### config.mk
export PLATFORM = sky130hd
export DESIGN_NAME = acc_alu
export DESIGN_NICKNAME = d
export VERILOG_FILES = /design/src/rtl/acc_alu_pkg.sv /design/src/rtl/acc_addsub.sv /design/src/rtl/acc_bitops.sv /design/src/rtl/acc_decadj.sv /design/src/rtl/acc_alu.sv
export SDC_FILE = /design/constraint.sdc
export NUM_CORES = 1
export LEC_CHECK = 0
export ABC_AREA = 1
export ABC_CLOCK_PERIOD_IN_PS = 6750
export BUFFER_PORTS_ARGS = -buffer_cell sky130_fd_sc_hd__buf_2
export CAP_MARGIN = 20
export CORE_MARGIN = 3
export CORE_UTILIZATION = 35
export DETAILED_ROUTE_END_ITERATION = 8
export MAX_ROUTING_LAYER = met4
export PLACE_DENSITY = 0.56
export SETUP_SLACK_MARGIN = 0.5
export SLEW_MARGIN = 15
export SYNTH_ARGS = -nofsm -noshare
export SYNTH_HDL_FRONTEND = slang
export SYNTH_SLANG_ARGS = --single-unit
### constraint.sdc
create_clock -name vclk -period 6.75
set_input_delay 1.35 -clock vclk [all_inputs]
set_output_delay 1.35 -clock vclk [all_outputs]
set_load 0.01 [all_outputs]
### src/rtl/acc_alu_pkg.sv
`timescale 1ns/1ps
package acc_alu_pkg;
  localparam int OPW = 5;

  typedef enum logic [OPW-1:0] {
    OP_ADD  = 5'd0,
    OP_ADDC = 5'd1,
    OP_SUBB = 5'd2,
    OP_INC  = 5'd3,
    OP_DEC  = 5'd4,
    OP_AND  = 5'd5,
    OP_OR   = 5'd6,
    OP_XOR  = 5'd7,
    OP_CLR  = 5'd8,
    OP_CPL  = 5'd9,
    OP_RL   = 5'd10,
    OP_RR   = 5'd11,
    OP_RLC  = 5'd12,
    OP_RRC  = 5'd13,
    OP_SWAP = 5'd14,
    OP_XCHD = 5'd15,
    OP_DA   = 5'd16
  } alu_op_e;
endpackage

### src/rtl/acc_addsub.sv
`timescale 1ns/1ps
// Split adder: low nibble, middle bits, top bit, so that the carries
// out of bit NIB-1, bit W-2 and bit W-1 are all visible.
module acc_addsub #(
  parameter int W = 8
) (
  input  logic [W-1:0] a,
  input  logic [W-1:0] b,
  input  logic         cin,
  input  logic         sub,
  output logic [W-1:0] sum,
  output logic         cy,
  output logic         ac,
  output logic         ov
);
  localparam int NIB = W / 2;
  localparam int MW  = W - 1 - NIB;   // width of middle field

  logic [W-1:0] bx;
  logic         cx;
  logic [NIB:0] lo;
  logic [MW:0]  mid;
  logic [1:0]   top;

  always_comb begin
    bx  = sub ? ~b : b;
    cx  = sub ? ~cin : cin;
    lo  = {1'b0, a[NIB-1:0]} + {1'b0, bx[NIB-1:0]} + {{NIB{1'b0}}, cx};
    mid = {1'b0, a[W-2:NIB]} + {1'b0, bx[W-2:NIB]} + {{MW{1'b0}}, lo[NIB]};
    top = {1'b0, a[W-1]} + {1'b0, bx[W-1]} + {1'b0, mid[MW]};
    sum = {top[0], mid[MW-1:0], lo[NIB-1:0]};
    cy  = sub ? ~top[1] : top[1];
    ac  = sub ? ~lo[NIB] : lo[NIB];
    ov  = mid[MW] ^ top[1];
  end
endmodule

### src/rtl/acc_bitops.sv
`timescale 1ns/1ps
module acc_bitops
  import acc_alu_pkg::*;
#(
  parameter int W = 8
) (
  input  alu_op_e      op,
  input  logic [W-1:0] a,
  input  logic [W-1:0] b,
  input  logic         cin,
  output logic [W-1:0] res,
  output logic [W-1:0] b_out,
  output logic         cy
);
  localparam int NIB = W / 2;

  always_comb begin
    res   = a;
    b_out = b;
    cy    = cin;
    unique case (op)
      OP_AND:  res = a & b;
      OP_OR:   res = a | b;
      OP_XOR:  res = a ^ b;
      OP_CLR:  res = '0;
      OP_CPL:  res = ~a;
      OP_RL:   res = {a[W-2:0], a[W-1]};
      OP_RR:   res = {a[0], a[W-1:1]};
      OP_RLC: begin
        res = {a[W-2:0], cin};
        cy  = a[W-1];
      end
      OP_RRC: begin
        res = {cin, a[W-1:1]};
        cy  = a[0];
      end
      OP_SWAP: res = {a[NIB-1:0], a[W-1:NIB]};
      OP_XCHD: begin
        res   = {a[W-1:NIB], b[NIB-1:0]};
        b_out = {b[W-1:NIB], a[NIB-1:0]};
      end
      default: ;
    endcase
  end
endmodule

### src/rtl/acc_decadj.sv
`timescale 1ns/1ps
// Two cascaded correction steps on the binary sum of two BCD bytes.
module acc_decadj #(
  parameter int W = 8
) (
  input  logic [W-1:0] a,
  input  logic         cin,
  input  logic         acin,
  output logic [W-1:0] res,
  output logic         cy
);
  localparam int NIB = W / 2;
  localparam logic [NIB-1:0] DMAX  = NIB'(9);
  localparam logic [W:0]     LOFIX = (W+1)'(6);
  localparam logic [W:0]     HIFIX = LOFIX << NIB;

  logic         lo_need, hi_need;
  logic [W:0]   s1, s2;

  always_comb begin
    lo_need = (a[NIB-1:0] > DMAX) | acin;
    s1      = {1'b0, a} + (lo_need ? LOFIX : '0);
    hi_need = (s1[W-1:NIB] > DMAX) | cin | s1[W];
    s2      = {1'b0, s1[W-1:0]} + (hi_need ? HIFIX : '0);
    res     = s2[W-1:0];
    cy      = cin | s1[W] | s2[W];
  end
endmodule

### src/rtl/acc_alu.sv
`timescale 1ns/1ps
module acc_alu
  import acc_alu_pkg::*;
#(
  parameter int W = 8
) (
  input  logic [W-1:0]   acc_i,
  input  logic [W-1:0]   opnd_i,
  input  logic           cy_i,
  input  logic           ac_i,
  input  logic           ov_i,
  input  logic [OPW-1:0] op_i,
  output logic [W-1:0]   res_o,
  output logic [W-1:0]   opnd_o,
  output logic           cy_o,
  output logic           ac_o,
  output logic           ov_o
);
  localparam logic [W-1:0] ONE = W'(1);

  alu_op_e      op;
  logic [W-1:0] add_b, add_sum, bit_res, bit_b, da_res;
  logic         add_c, add_sub, add_cy, add_ac, add_ov, bit_cy, da_cy;

  assign op = alu_op_e'(op_i);

  // Adder operand steering: increment/decrement share the adder.
  always_comb begin
    add_b   = ((op == OP_INC) || (op == OP_DEC)) ? ONE : opnd_i;
    add_c   = ((op == OP_ADDC) || (op == OP_SUBB)) ? cy_i : 1'b0;
    add_sub = (op == OP_SUBB) || (op == OP_DEC);
  end

  acc_addsub #(.W(W)) u_add (
    .a(acc_i), .b(add_b), .cin(add_c), .sub(add_sub),
    .sum(add_sum), .cy(add_cy), .ac(add_ac), .ov(add_ov)
  );

  acc_bitops #(.W(W)) u_bit (
    .op(op), .a(acc_i), .b(opnd_i), .cin(cy_i),
    .res(bit_res), .b_out(bit_b), .cy(bit_cy)
  );

  acc_decadj #(.W(W)) u_da (
    .a(acc_i), .cin(cy_i), .acin(ac_i),
    .res(da_res), .cy(da_cy)
  );

  always_comb begin
    res_o  = acc_i;
    opnd_o = opnd_i;
    cy_o   = cy_i;
    ac_o   = ac_i;
    ov_o   = ov_i;
    case (op)
      OP_ADD, OP_ADDC, OP_SUBB: begin
        res_o = add_sum;
        cy_o  = add_cy;
        ac_o  = add_ac;
        ov_o  = add_ov;
      end
      OP_INC, OP_DEC: res_o = add_sum;
      OP_AND, OP_OR, OP_XOR, OP_CLR, OP_CPL, OP_RL, OP_RR,
      OP_RLC, OP_RRC, OP_SWAP, OP_XCHD: begin
        res_o  = bit_res;
        opnd_o = bit_b;
        cy_o   = bit_cy;
      end
      OP_DA: begin
        res_o = da_res;
        cy_o  = da_cy;
      end
      default: ;
    endcase
  end
endmodule

* Word-level counts from Yosys, hierarchy flattened
Index checks and enable logic that the tools add are counted.
Storage, ports and cells: register bits after elaboration 0, bits of input ports 24, output and inout port bits 19, logic and storage cells 63
Cells by class: $add $sub $neg 8, $lt $le $gt $ge 2, eq/ne operators 16, multiplexer cells 16, bitwise logic cells 14, reduce and logical (&&, ||, !) cells 7
Operators by type and width (count):
- $pmux W8 S11 | 1
- $eq A5 B4 Y1 const B | 8
- $pmux W8 S3 | 1
- $eq A5 B3 Y1 const B | 4
- $add A8 B9 Y9 | 2
- $mux W8 | 2
- $not A8 Y8 | 2
- $reduce_or A11 Y1 | 1
- $eq A5 B2 Y1 const B | 2
- $and A8 B8 Y8 | 1
- $gt A4 B4 Y1 const B | 2
- $mux W4 | 2
- $or A8 B8 Y8 | 1
- $xor A8 B8 Y8 | 1
- $mux W7 | 1
- $mux W1 | 6
- $add A4 B4 Y5 | 1
- $add A5 B1 Y5 | 1
- $eq A5 B1 Y1 const B | 1
- $eq A5 B5 Y1 const B | 1
- $logic_not A5 Y1 | 1
- $or A1 B1 Y1 | 5
- $reduce_or A5 Y1 | 1
- $add A3 B3 Y4 | 1
- other kinds (10) | 14

* Logic depth before layout (Yosys ltp)
depth in word-level cells 12, mapped depth 20, gate-level depth less buffers 19

* By module
From an unflattened synthesis, not the netlist that was laid out.
Second synthesis, totals: cell total of the unflattened synthesis 487, area total of the unflattened synthesis 2501.1 um^2
By module, submodules not included:
- acc_bitops | times used 1, cells an instance 236, area each 1133.6 um^2, sequential area each 0.0 um^2
- acc_alu | times used 1, cells an instance 132, area each 609.3 um^2, sequential area each 0.0 um^2
- acc_addsub | times used 1, cells an instance 65, area each 451.7 um^2, sequential area each 0.0 um^2
- acc_decadj | times used 1, cells an instance 54, area each 306.5 um^2, sequential area each 0.0 um^2

* Least setup slack after synthesis
OpenSTA, ideal clock, no wires.
path kind in2out, start in op_i[4], end out cy_o, arrival 4.784 ns, data required time 5.400 ns, slack 0.616 ns, cell stages on the path 17, path buffers 1, path through inv_1 -> buf_6 -> nand2_1 -> o21ai_1 -> nor2_1 -> xnor2_1 -> fa_1 -> fa_1 -> nand3_1 -> nand2_1 -> fa_1 -> nand3_1 -> nand2_1 -> fa_1 -> or2_2 -> nand3_1 -> o2111ai_1
Between the ends: cells in the longest elaborated chain, start to end 12, elaborated cells on any way between the ends 38, classes of those cells 6 x add/sub; 16 x eq/ne; 7 x mux; 3 x bitwise; 6 x reduce/logical
RTL lines:
- from (decl) | line acc_alu.sv:12 | input logic [OPW-1:0] op_i,
- $eq A5 B2 Y1 or $eq A5 B3 Y1 (tied branches) | line acc_alu.sv:29, acc_alu.sv:31
- $logic_or A1 B1 Y1 | line acc_alu.sv:29 | add_b = ((op == OP_INC) || (op == OP_DEC)) ? ONE : opnd_i;
- $mux W8 | line acc_alu.sv:29
- $not A8 Y8 | line acc_addsub.sv:26 | bx = sub ? ~b : b;
- $mux W8 | line acc_addsub.sv:26
- $add A4 B4 Y5 | line acc_addsub.sv:28 | lo = {1'b0, a[NIB-1:0]} + {1'b0, bx[NIB-1:0]} + {{NIB{1'b0}}, cx};
- $add A5 B1 Y5 | line acc_addsub.sv:28
- $add A4 B1 Y4 | line acc_addsub.sv:29 | mid = {1'b0, a[W-2:NIB]} + {1'b0, bx[W-2:NIB]} + {{MW{1'b0}}, lo[NIB]};
- $add A2 B1 Y2 | line acc_addsub.sv:30 | top = {1'b0, a[W-1]} + {1'b0, bx[W-1]} + {1'b0, mid[MW]};
- $not A1 Y1 | line acc_addsub.sv:32 | cy = sub ? ~top[1] : top[1];
- $mux W1 | line acc_addsub.sv:32
- $pmux W1 S3 (*) | line acc_alu.sv:55 | case (op)
- to (decl) | line acc_alu.sv:15 | output logic cy_o,
Mark *: on every way between the ends. The rest lies on a longest branch, timed or not.

* Worst setup path in the final report
start in op_i[2], end out res_o[7]
Between the ends: cells in the longest elaborated chain, start to end 10, elaborated cells on any way between the ends 36, classes of those cells 6 x add/sub; 16 x eq/ne; 6 x mux; 2 x bitwise; 6 x reduce/logical
RTL lines:
- $eq A5 B2 Y1 or $eq A5 B3 Y1 (tied branches) | line acc_alu.sv:29, acc_alu.sv:55, acc_alu.sv:31
- $logic_or A1 B1 Y1 | line acc_alu.sv:29
- $mux W8 | line acc_alu.sv:29
- $not A8 Y8 | line acc_addsub.sv:26
- $mux W8 | line acc_addsub.sv:26
- $add A4 B4 Y5 | line acc_addsub.sv:28
- $add A5 B1 Y5 | line acc_addsub.sv:28
- $add A4 B1 Y4 | line acc_addsub.sv:29
- $add A2 B1 Y2 | line acc_addsub.sv:30
- $pmux W8 S3 (*) | line acc_alu.sv:55
- to (decl) | line acc_alu.sv:13 | output logic [W-1:0] res_o,
Marks and branches as above.

==> impl_metrics.toml <==
[global_route]
top_usage_layer = "met2"
grt_max_degree = 17
met2_usage_pct = 31.7
grt_util_met1_pct = 30.6
grt_pass1_vias = 1968
grt.total_usage_pct = 20.5
grtUsageMet3_pct = 0.567
grt-ovfl-total = 0
grt_pass1_wl_um = 10000
grt_antenna_before_repair = 0

[yosys]
syn_area_um2 = 1870
synthesis.nets = 371
avgSynthCellArea_um2 = 5.91
synth-seq-area-share_pct = 0
synth.distinct_cells = 34
syn_inst = 316
yosys_warnings = 0

[sta]
slew_violations = 0
worstMarginPinSlew_ns = 0.595
hold_ws_ns = 2.92
slew_headroom_pct = 60.2
clock.fmax_mhz = 165
hold_violations = 0
rsz0062_at_grt = "no"
fin_crit_sh_pct = 89.9
finalSetupViolCount = 0
min_period_ns = 6.07
setup_tns_ns = 0

[routing]
wirelength_um = 6300
ant_nets = 0
drc = 0
via_per_inst = 5.23
drt_pass1_iterations = 4
vias = 2201
drt_iter0_drc = 201
wl_per_cell_um = 15.0

[min_path]
min_path_type = "input port to output pin"

[pwr]
p_seq_share_pct = 0
p_leak_uw = 0.00117
vdd_drop_max_mv = 0.0308
switching_share_pct = 61.4
clkPwrFrac_pct = 0
powerDensity_nw_per_um2 = 64.9
p_int_uw = 53.8
p_sw_uw = 85.5
combinationalPowerShare_pct = 100.0

[outcome]
status = "finished clean"

[worst_setup_path]
crit_type = "input port to output pin"
crit_path_end_kind = "output pin"
critPathMaxFanout = 5
cp.required_ns = 5.40
cp_data_arrival_time_ns = 4.72
start_kind = "input port"

[finish]
nClkBuffers = 0
n_antenna_cell = 0
fillers = 602
nNetsFinal = 411
multiInputGateArea_um2 = 1620
seqCellArea_um2 = 0
layout-drive-gt1-share_pct = 19.5
seq_cell_count = 0
area_growth_pct = 15.0

[floorplanning]
dieArea_um2 = 6250
start_util_pct = 37.8
placementRows = 25
coreArea_um2 = 4940
die-width_um = 79.1
die_y_um = 79.1
ios = 43

[run]
maxCapViolCount = 0

[placement]
dp_hpwl_um = 4910
io_buffers = 43
place_congestion = 0.908

[cts]
cts_hold_buf = 0
metrics by stage:
| step | setup slack (ns) | util (%) | total power (uW) | cell area [um^2] | instances |
|---|---|---|---|---|---|
| after floorplan | 0.616 | - | 92.7 | 1870 | 316 |
| after global placement | 0.460 | 43.0 | 136 | 2120 | 421 |
| after detailed placement | 0.412 | 43.0 | 137 | 2120 | 421 |
| after CTS | 0.502 | 43.1 | 138 | 2130 | 421 |
| after global routing | 0.478 | 43.5 | 158 | 2150 | 421 |
| final | 0.684 | 43.5 | 139 | 2150 | 421 |
layer usage:
layer	vias to the layer above	wire length, um
li1	1127	-
met1	993	2950
met2	74	2780
met3	7	485
met4	0	85
met5	-	0
final timing paths:
| path | start | end | slack (ns) | cells after the start |
|---|---|---|---|---|
| setup / recovery | op_i[2] | res_o[7] | 0.68 | 19 |
| hold / removal | opnd_i[6] | opnd_o[6] | 2.92 | 2 |
Yosys cell counts (3+ instances only):
library cell	count	share of area, %
o22ai_1	18	6.0
inv_2	3	0.60
o21ai_0	18	4.8
nor3_1	7	1.9
a21oi_1	14	3.8
nor2_1	40	8.0
nand4_1	5	1.7
ha_1	25	17
nor2_4	3	1.8
nand2_1	59	12
inv_1	48	9.6
a22oi_1	5	2.0
buf_4	6	2.4
fa_1	6	6.4
nand3_1	22	5.9
xnor2_1	3	1.4
xor2_1	10	4.7
cells by family (layout without fill, tap and decap cells):
| family | count (synthesis) | after routing | share of synthesized area (%) |
|---|---|---|---|
| AOI/OAI and AO/OA | 64 | 64 | 20.4 |
| adders and majority gates | 31 | 31 | 23.2 |
| muxes | 1 | 1 | 0.603 |
| buffers and inverters | 62 | 100 | 14.5 |
| and+or+nand+nor | 145 | 145 | 35.2 |
| xor gates and xnor gates | 13 | 13 | 6.10 |
critical path: stages:
cell and delay [ns]:
buf_2 0.12, nor2_1 0.21, nand2_2 0.13, o21ai_2 0.18, nor2_1 0.07, xnor2_1 0.14, fa_2 0.39, fa_2 0.36
nand3_1 0.08, nand2_1 0.11, fa_2 0.38, nand3_1 0.08, nand2_1 0.10, fa_2 0.54, nand2_1 0.05, nand2_1 0.07
nor2_1 0.04, a21oi_1 0.16, buf_2 0.16
layout make-up:
type | count | share of cell area, %
multi-input cells | 254 | 75.4
repair buffers | 47 | 11.4
inverters | 53 | 9.26
well taps | 67 | 3.90
power groups by stage:
stage	combinational [uW]	clock, uW	sequential [uW]
2_1_floorplan	92.7	0	0
3_3_place_gp	136	0	0
3_5_place_dp	137	0	0
4_1_cts	138	0	0
5_1_grt	158	0	0
6_report	139	0	0
placed cells by master, fill, tap and decap left out:
cell type	count
nand2_1	58
inv_1	48
buf_2	43
nor2_1	39
ha_1	25
nand3_1	22
o22ai_1	18
o21ai_0	18
a21oi_1	14
xor2_1	10
nor3_1	7
nand4_1	5
a22oi_1	5
nor2_4	4
fa_2	4
buf_4	4
inv_2	3
nand2_2	3
xnor2_1	3
clkinv_1	2
o21ai_2	2
a221oi_1	2
o211ai_1	2
or2_2	2
o2111ai_1	2
fa_1	2
nor2_2	1
nand3b_1	1
nand3b_4	1
nand3_2	1
nor4_1	1
a21o_1	1
mux2_2	1
what timing repair did:
item                       in CTS  in global routing
setup buffers                   0                  0
setup endpoints to repair       3                  4
gates resized for setup         2                  6
(Power assumes the default switching activity.)
